==> src/rtl/cos_poly_pkg.sv <==
package cos_poly_pkg;
  typedef enum logic [1:0] {
    ST_IDLE = 2'd0,
    ST_SQ   = 2'd1,
    ST_MAC  = 2'd2,
    ST_OUT  = 2'd3
  } cos_state_t;

  localparam int MAC_ITERS  = 6;
  localparam int MAC_PHASES = 3;
  localparam int ITW        = $clog2(MAC_ITERS);
  localparam int PHW        = $clog2(MAC_PHASES);
  localparam int LATENCY    = 2 + MAC_ITERS * MAC_PHASES;
endpackage

==> src/rtl/cos_sched.sv <==
module cos_sched
  import cos_poly_pkg::*;
(
  input  logic           clk,
  input  logic           rst_n,
  input  logic           start,
  output logic           load,
  output logic           sq_en,
  output logic           mac_en,
  output logic [PHW-1:0] phase,
  output logic [ITW-1:0] iter,
  output logic           out_en,
  output logic           busy
);
  localparam int CNTW = $clog2(LATENCY + 1);

  cos_state_t state_q;
  logic [PHW-1:0] ph_q;
  logic [ITW-1:0] it_q;

  always_ff @(posedge clk) begin
    if (!rst_n) begin
      state_q <= ST_IDLE;
      ph_q    <= '0;
      it_q    <= '0;
    end else begin
      unique case (state_q)
        ST_IDLE: if (start) state_q <= ST_SQ;
        ST_SQ: begin
          state_q <= ST_MAC;
          ph_q    <= '0;
          it_q    <= '0;
        end
        ST_MAC: begin
          if (ph_q == PHW'(MAC_PHASES - 1)) begin
            ph_q <= '0;
            if (it_q == ITW'(MAC_ITERS - 1)) state_q <= ST_OUT;
            else it_q <= it_q + ITW'(1);
          end else begin
            ph_q <= ph_q + PHW'(1);
          end
        end
        ST_OUT: state_q <= ST_IDLE;
        default: state_q <= ST_IDLE;
      endcase
    end
  end

  assign load   = (state_q == ST_IDLE) && start;
  assign sq_en  = (state_q == ST_SQ);
  assign mac_en = (state_q == ST_MAC);
  assign out_en = (state_q == ST_OUT);
  assign busy   = (state_q != ST_IDLE);
  assign phase  = ph_q;
  assign iter   = it_q;

  // cycle counter used only to check the fixed schedule length
  logic [CNTW-1:0] lat_q;
  always_ff @(posedge clk) begin
    if (!rst_n) lat_q <= '0;
    else if (load) lat_q <= CNTW'(1);
    else if (busy) lat_q <= lat_q + CNTW'(1);
    else lat_q <= '0;
  end

  assert_latency_R2: assert property (@(posedge clk) disable iff (!rst_n)
    out_en |-> (lat_q == CNTW'(LATENCY)));

  assert_ignore_start_R5: assert property (@(posedge clk) disable iff (!rst_n)
    (busy && start && !out_en) |=> busy);
endmodule

==> src/rtl/cos_mac_dp.sv <==
module cos_mac_dp
  import cos_poly_pkg::*;
#(
  parameter int IO_W    = 16,
  parameter int IO_FRAC = 14,
  parameter int C1      = 11184811,
  parameter int C2      = -372827,
  parameter int C3      = 6658,
  parameter int C4      = -74,
  parameter int C5      = 1
) (
  input  logic                   clk,
  input  logic                   rst_n,
  input  logic                   load,
  input  logic                   sq_en,
  input  logic                   mac_en,
  input  logic [PHW-1:0]         phase,
  input  logic [ITW-1:0]         iter,
  input  logic signed [IO_W-1:0] arg,
  output logic [2*IO_W-1:0]      acc,
  output logic                   oor
);
  localparam int W    = 2 * IO_W;
  localparam int FRAC = 2 * IO_FRAC;
  localparam int PI4_Q = int'(0.7853981633974483 * (2.0 ** IO_FRAC));
  localparam logic [W-1:0] ONE_I  = W'(1) << FRAC;
  localparam logic [W-1:0] HALF_N = ~(W'(1) << (FRAC - 1)) + W'(1);
  localparam logic [2*W-1:0] RND  = (2*W)'(1) << (FRAC - 1);

  function automatic logic [W-1:0] coef_at(input logic [ITW-1:0] k);
    case (k)
      ITW'(0): coef_at = W'(C4);
      ITW'(1): coef_at = W'(C3);
      ITW'(2): coef_at = W'(C2);
      ITW'(3): coef_at = W'(C1);
      ITW'(4): coef_at = HALF_N;
      default: coef_at = ONE_I;
    endcase
  endfunction

  logic signed [IO_W-1:0] x_q;
  logic [W-1:0]   z_q, r_q, p_q;
  logic [2*W-1:0] full_q;
  logic [W-1:0]   x_ext, sq;
  logic [2*W-1:0] r_ext, z_ext, prod, prod_rnd;

  assign x_ext    = {{IO_W{x_q[IO_W-1]}}, x_q};
  assign sq       = x_ext * x_ext;
  assign r_ext    = {{W{r_q[W-1]}}, r_q};
  assign z_ext    = {{W{z_q[W-1]}}, z_q};
  assign prod     = r_ext * z_ext;
  assign prod_rnd = full_q + RND;

  always_ff @(posedge clk) begin
    if (!rst_n) begin
      x_q    <= '0;
      z_q    <= '0;
      r_q    <= '0;
      p_q    <= '0;
      full_q <= '0;
      oor    <= 1'b0;
    end else begin
      if (load) begin
        x_q <= arg;
        r_q <= W'(C5);
        oor <= (arg < 0) || (int'(arg) > PI4_Q);
      end
      if (sq_en) z_q <= sq;
      if (mac_en) begin
        case (phase)
          PHW'(0): full_q <= prod;
          PHW'(1): p_q    <= prod_rnd[FRAC +: W];
          default: r_q    <= p_q + coef_at(iter);
        endcase
      end
    end
  end

  assign acc = r_q;

  assert_arg_hold_R5: assert property (@(posedge clk) disable iff (!rst_n)
    (mac_en || sq_en) |=> $stable(x_q));
endmodule

==> src/rtl/cos_out_stage.sv <==
module cos_out_stage #(
  parameter int IO_W    = 16,
  parameter int IO_FRAC = 14
) (
  input  logic              clk,
  input  logic              rst_n,
  input  logic              out_en,
  input  logic [2*IO_W-1:0] acc,
  input  logic              oor_in,
  output logic [IO_W-1:0]   result,
  output logic              oor,
  output logic              done
);
  localparam int W = 2 * IO_W;
  localparam logic signed [W-1:0] HALF_O = W'(1) <<< (IO_FRAC - 1);
  localparam logic signed [W-1:0] MAXV = W'((1 << (IO_W - 1)) - 1);
  localparam logic signed [W-1:0] MINV = -(W'(1) <<< (IO_W - 1));

  logic signed [W-1:0] rounded, shifted;
  logic [IO_W-1:0] sat;

  assign rounded = $signed(acc) + HALF_O;
  assign shifted = rounded >>> IO_FRAC;

  always_comb begin
    if (shifted > MAXV)      sat = MAXV[IO_W-1:0];
    else if (shifted < MINV) sat = MINV[IO_W-1:0];
    else                     sat = shifted[IO_W-1:0];
  end

  always_ff @(posedge clk) begin
    if (!rst_n) begin
      result <= '0;
      oor    <= 1'b0;
      done   <= 1'b0;
    end else begin
      done <= out_en;
      if (out_en) begin
        result <= sat;
        oor    <= oor_in;
      end
    end
  end

  assert_done_single_R2: assert property (@(posedge clk) disable iff (!rst_n)
    done |=> !done);
endmodule

==> src/rtl/cos_poly_mac.sv <==
module cos_poly_mac
  import cos_poly_pkg::*;
#(
  parameter int IO_W    = 16,
  parameter int IO_FRAC = 14,
  parameter int C1      = 11184811,
  parameter int C2      = -372827,
  parameter int C3      = 6658,
  parameter int C4      = -74,
  parameter int C5      = 1
) (
  input  logic            clk,
  input  logic            rst_n,
  input  logic            start,
  input  logic [IO_W-1:0] arg,
  output logic            busy,
  output logic            done,
  output logic [IO_W-1:0] result,
  output logic            out_of_range
);
  logic load, sq_en, mac_en, out_en, oor_dp;
  logic [PHW-1:0] phase;
  logic [ITW-1:0] iter;
  logic [2*IO_W-1:0] acc;

  cos_sched u_sched (
    .clk(clk), .rst_n(rst_n), .start(start), .load(load), .sq_en(sq_en),
    .mac_en(mac_en), .phase(phase), .iter(iter), .out_en(out_en), .busy(busy)
  );

  cos_mac_dp #(
    .IO_W(IO_W), .IO_FRAC(IO_FRAC),
    .C1(C1), .C2(C2), .C3(C3), .C4(C4), .C5(C5)
  ) u_dp (
    .clk(clk), .rst_n(rst_n), .load(load), .sq_en(sq_en), .mac_en(mac_en),
    .phase(phase), .iter(iter), .arg($signed(arg)), .acc(acc), .oor(oor_dp)
  );

  cos_out_stage #(.IO_W(IO_W), .IO_FRAC(IO_FRAC)) u_out (
    .clk(clk), .rst_n(rst_n), .out_en(out_en), .acc(acc), .oor_in(oor_dp),
    .result(result), .oor(out_of_range), .done(done)
  );

  assert_done_not_busy_R2: assert property (@(posedge clk) disable iff (!rst_n)
    done |-> !busy);

  assert_result_hold_R7: assert property (@(posedge clk) disable iff (!rst_n)
    !done |-> ($stable(result) && $stable(out_of_range)));
endmodule

==> config.mk <==
export PLATFORM = sky130hd
export DESIGN_NAME = cos_poly_mac
export DESIGN_NICKNAME = d
export VERILOG_FILES = /design/src/rtl/cos_poly_pkg.sv /design/src/rtl/cos_sched.sv /design/src/rtl/cos_mac_dp.sv /design/src/rtl/cos_out_stage.sv /design/src/rtl/cos_poly_mac.sv
export SDC_FILE = /design/constraint.sdc
export NUM_CORES = 2
export LEC_CHECK = 0
export ABC_AREA = 1
export BUFFER_PORTS_ARGS = -buffer_cell sky130_fd_sc_hd__buf_2
export CAP_MARGIN = 5
export CORE_UTILIZATION = 61
export CTS_CLUSTER_DIAMETER = 60
export CTS_CLUSTER_SIZE = 40
export DETAILED_ROUTE_END_ITERATION = 10
export GPL_TIMING_DRIVEN = 0
export PLACE_DENSITY = 0.8
export SYNTH_ARGS = -nofsm -noshare
export SYNTH_HDL_FRONTEND = slang
export SYNTH_SLANG_ARGS = --single-unit
==> constraint.sdc <==
create_clock -name clk -period 7.2 [get_ports clk]
set_input_delay 0.36 -clock clk [delete_from_list [all_inputs] [get_ports clk]]
set_output_delay 0.36 -clock clk [all_outputs]
set_load 0.03 [all_outputs]
Word-level counts from Yosys, hierarchy flattened:

Cells that the tools add are included.

* add/sub/neg operators: 5
* $mul: 2
* magnitude comparators: 4
* equal/unequal tests: 14
* mux-type cells: 18
* reduce and logical (&&, ||, !) cells: 12

Operators with widths (count)
* 2-to-1 mux 32 bit: 6
* one-hot mux 32 bit (5 select lines): 1
* adder 60 x 28 -> 60 bit, second input constant: 1
* multiplier 32 x 32 -> 60 bit: 1
* adder 32 x 15 -> 32 bit, second input constant: 1
* adder 32 bit: 1
* multiplier 16 x 16 -> 32 bit: 1
* 2-to-1 mux 16 bit: 2
* greater-than comparator 18 x 16 -> 1 bit, second input constant: 1
* < comparator 18 x 16 -> 1 bit, second input constant: 1
* greater-than comparator 16 x 15 -> 1 bit, second input constant: 1
* < comparator 16 x 1 -> 1 bit, second input constant: 1
* 2-to-1 mux 2 bit: 4
* one-hot mux 2 bit (4 select lines): 1
* equality test 2 bit, second input constant: 3
* equality test 3 x 2 -> 1 bit, second input constant: 2
* equality test 3 bit, second input constant: 2
* 2-to-1 mux 3 bit: 2
* one-hot mux 3 bit (2 select lines): 1
* AND reduction 3 bit: 2
* equality test 2 x 1 -> 1 bit, second input constant: 2
* logical NOT 2 bit: 2
* != test 2 x 1 -> 1 bit, second input constant: 2
* != test 2 bit, second input constant: 2
* other kinds (10): 12

* bits in registers: 198
* bits of input ports: 19
* logic and storage cells: 67

Logic depth before layout (Yosys ltp):

* depth after elaboration: 8
* mapped depth: 33
* mapped depth without buffers: 31

Cells and area by module:

From an unflattened synthesis, not the netlist that was laid out.

* cells, all modules: 7265
* area total of the unflattened synthesis: 55117.9 um^2

Modules (own cells, without submodules)
* cos_mac_dp: instances 1, cells each 7021, area an instance 53393.7 um^2, seq. area each 2902.8 um^2
* cos_out_stage: instances 1, cells each 174, area an instance 1246.2 um^2, seq. area each 360.3 um^2
* cos_sched: instances 1, cells each 70, area an instance 478.0 um^2, seq. area each 140.1 um^2

Least setup slack after synthesis:

OpenSTA, ideal clock, no wires.

* path kind: register to register
* start point: register u_dp.r_q[31], in the netlist u_dp.acc[31]
* end point: register u_dp.full_q[59]
* setup time: 0.109 ns
* data arrival time: 6.958 ns
* slack: 0.133 ns
* cell stages (with the launch flop): 33
* buffers on the path: 2
* cells stage by stage: dfxtp_1 -> buf_2 -> buf_1 -> nand2_1 -> inv_1 -> fa_1 -> inv_1 -> fa_1 -> inv_1 -> fa_1 -> inv_1 -> fa_1 -> fa_1 -> inv_1 -> fa_1 -> inv_1 -> fa_1 -> inv_1 -> fa_1 -> ha_1 -> nand2_1 -> nor2_1 -> inv_1 -> nor2_1 -> nand2_1 -> nor3_1 -> nand2_1 -> nand3_1 -> inv_1 -> nand2_1 -> nand3_1 -> nand2_1 -> inv_1

* longest elaborated chain between the ends: 1

RTL lines
* from (decl): line cos_mac_dp.sv:42 `logic [W-1:0] z_q, r_q, p_q;`
* from (signal assigned): line cos_mac_dp.sv:65 `r_q <= W'(C5);`
* from (signal assigned): line cos_mac_dp.sv:73 `default: r_q <= p_q + coef_at(iter);`
* multiplier 32 x 32 -> 60 bit: line cos_mac_dp.sv:51 `assign prod = r_ext * z_ext;`
* to (signal assigned): line cos_mac_dp.sv:71 `PHW'(0): full_q <= prod;`
* to (decl): line cos_mac_dp.sv:43 `logic [2*W-1:0] full_q;`

Every way passes these cells.
A chain may end at the register's enable or synchronous reset.

Worst setup path after layout:

* start point: register u_dp.r_q[31], in the netlist u_dp.acc[31]
* end point: register u_dp.full_q[45]

Same word-level chain as after synthesis.

==> results.sh <==
export IMPL_peakVddDrop_mv=0.324
export IMPL_cts_made_buffers=17
export IMPL_power_density_mw_per_mm2=257
export IMPL_place_hpwl_um=165000
export IMPL_final_area_mm2=0.0606
export IMPL_vias=47400
export IMPL_whs_ps=159
export IMPL_clock_latency_ps=470
export IMPL_clock_fmax_mhz=138
export IMPL_port_buffers=37
export IMPL_grt_overflow=0
export IMPL_rsz0062_at_grt="yes"
export IMPL_skew_ps=13.7
export IMPL_place_area_mm2=0.0563
export IMPL_wl_per_cell_um=23.3
export IMPL_critical_path_max_fanout=5
export IMPL_io_pin_count=38
export IMPL_track_usage=0.444
export IMPL_n_fill_cell=7508
export IMPL_worstSetupEndpointType="register"
export IMPL_period_minus_slack_ps=7250
export IMPL_post_route_period_util=1.01
export IMPL_grt_pass1_vias=47500
export IMPL_layout_commonest_cell="inv_1"
export IMPL_holdCritPathClass="input port to register"
export IMPL_start_util=0.617
export IMPL_maxCapViolations=0
export IMPL_final_cell_mix="inv_1, nand2_1, fa_1, nor2_1, ha_1"
export IMPL_rows=109
export IMPL_grt_max_degree=24
export IMPL_coreArea_mm2=0.0885
export IMPL_cts_root_buffer="clkbuf_16"
export IMPL_multi_input_area_mm2=0.0437
export IMPL_max_stage_delay_ps=650
export IMPL_criticalPathCategory="register to register"
export IMPL_preCtsSetupSlack_ps=-2090
export IMPL_critPathMostFrequentCell="fa_1"
export IMPL_syn_nets=8735
export IMPL_status="finished, violations left"
export IMPL_critPathRequiredTime_ps=7570
export IMPL_drt_iter0_markers=4769
export IMPL_dieArea_mm2=0.0907
export IMPL_cpLargestDelayFamily="adder cells"
export IMPL_fin_ws_ps=-45.7
export IMPL_cts_tree="built"
export IMPL_synth_edf_count=0
export IMPL_gp_congestion=1.05
export IMPL_power_uw=15600
export IMPL_ys_ff_latch=170
export IMPL_startpoint_type="register"
export IMPL_antenna_found_initial=6
export IMPL_drc=0
export IMPL_ctsHoldBuffers=0
export IMPL_avgSynthCellArea_um2=7.64
export IMPL_setup_viol=4
export IMPL_die_w_um=301
export IMPL_violations="negative setup slack"
export IMPL_areaGrowthSynthToFinish_pct=11.0
export IMPL_ys_seq_area_frac=0.0623
export IMPL_drive_gt1_frac=0.108
export IMPL_postRouteAntennaNets=0
export IMPL_fin_nets=8862
export IMPL_synth_area_mm2=0.0546
export IMPL_cp_arrival_ps=7610
export IMPL_hold_violations=0
export IMPL_grt_pass1_wl_um=293000
export IMPL_drt_first_pass_iters=7
export IMPL_clk_pin_slew_ps=80
export IMPL_syn_inst=7149
export IMPL_vias_per_cell=5.60
export IMPL_ys_warnings_count=0
export IMPL_maxSlewViolCount=0
export IMPL_synthArstFlopShare=0
export IMPL_path_buf_inv=10
export IMPL_ctsHtreeMaxLevel=4
export IMPL_regArea_mm2=0.00353
export IMPL_dieHeight_um=301
export IMPL_timing_slew_headroom=0.277
export IMPL_p_leak_uw=0.0349
export IMPL_synthFlopType="dfxtp_1"
export IMPL_tightestPinTransition_ps=1080
export IMPL_cts_sinks=170
export IMPL_clock_path_buffers=2
export IMPL_slowest_stage="fa_2"
export IMPL_wl_um=197000
export IMPL_yosysUniqueCellTypes=48
[layer usage]
metal / wire, um / vias to the layer above / GRT usage
li1: - / 20700 / -
met1: 75100 / 23400 / 0.604
met2: 82900 / 2742 / 0.645
met3: 25700 / 608 / 0.131
met4: 13100 / 14 / 0.229
met5: 96 / - / 0
[final cells by class]
class / instances / share of cell area
clock inverter: 14 / 0.00279
tap: 1165 / 0.0240
sequential: 170 / 0.0582
antenna: 3 / 0.000124
inverter: 2085 / 0.129
clock buffer: 18 / 0.00724
timing repair buffer: 137 / 0.0174
multi-input combinational: 4584 / 0.721
buffer: 281 / 0.0399
[power breakdown]
part | total [uW] | internal (uW) | switching, uW
Sequential | 1730 | 1210 | 520
Combinational | 12900 | 4550 | 8330
Clock | 986 | 481 | 505
Total | 15600 | 6240 | 9360
[worst paths after layout]
path / to / from / slack, ps / depth (start not counted)
worst max-delay path: u_dp.full_q[45] / u_dp.acc[31] / -50 / 28
worst min-delay path: u_dp.x_q[12] / arg[12] / 160 / 3
worst max register to register: u_dp.full_q[45] / u_dp.acc[31] / -50 / 28
worst min register to register: u_out.result[0] / u_out.result[0] / 480 / 2
[Yosys cell counts (all sizes together), types with 9 or more instances]
master | instances | area, um^2
clkbuf | 267 | 1000
nor3 | 50 | 273
fa | 1241 | 24800
ha | 326 | 4080
nand2 | 1665 | 6260
a21o | 17 | 128
nand4 | 38 | 238
dfxtp | 170 | 3400
o211ai | 18 | 135
nand3 | 187 | 966
o21bai | 14 | 105
o21ai | 213 | 1070
xnor2 | 19 | 166
o21a | 9 | 67.6
buf | 43 | 208
nor2 | 415 | 1600
inv | 2085 | 7830
xor2 | 60 | 533
or2 | 17 | 106
a21oi | 257 | 1330
[registers in the layout (all words and copies together), names as in the netlist]
register,count
u_sched.state_q,2
u_sched.phase,2
u_dp.full_q,33
u_dp.oor,1
u_dp.x_q,16
u_out.oor,1
u_out.done,1
u_dp.z_q,31
u_dp.p_q,32
u_out.result,16
u_sched.iter,3
u_dp.acc,32
[kinds of logic after synthesis]
family | Yosys count | synth area share
AO/OA/AOI/OAI | 546 | 0.0543
XOR/XNOR | 79 | 0.0128
adder cells (fa/ha/maj) | 1567 | 0.530
buffers and inverters | 2395 | 0.165
flip-flops | 170 | 0.0623
AND/OR/NAND/NOR | 2392 | 0.176
[repair_timing]
action / in CTS / in global routing
pin swaps: 43 / 108
setup buffers: 32 / 67
endpoints found under the setup margin: 33 / 33
cloned: 0 / 0
resized for setup: 640 / 476
[worst min-delay path: stages]
cell,delay [ps]
buf_2,90
o21ai_0,70
nor2_1,70
[stage by stage]
stage | cells | TNS, ps | util
after floorplan | 7149 | 0 | -
after global placement | 8351 | -45940 | 0.636
after detailed placement | 8352 | -47990 | 0.636
after CTS | 8388 | -109 | 0.665
after global routing | 8455 | -1690 | 0.685
final | 8457 | -112 | 0.685
(Power assumes the default switching activity.)
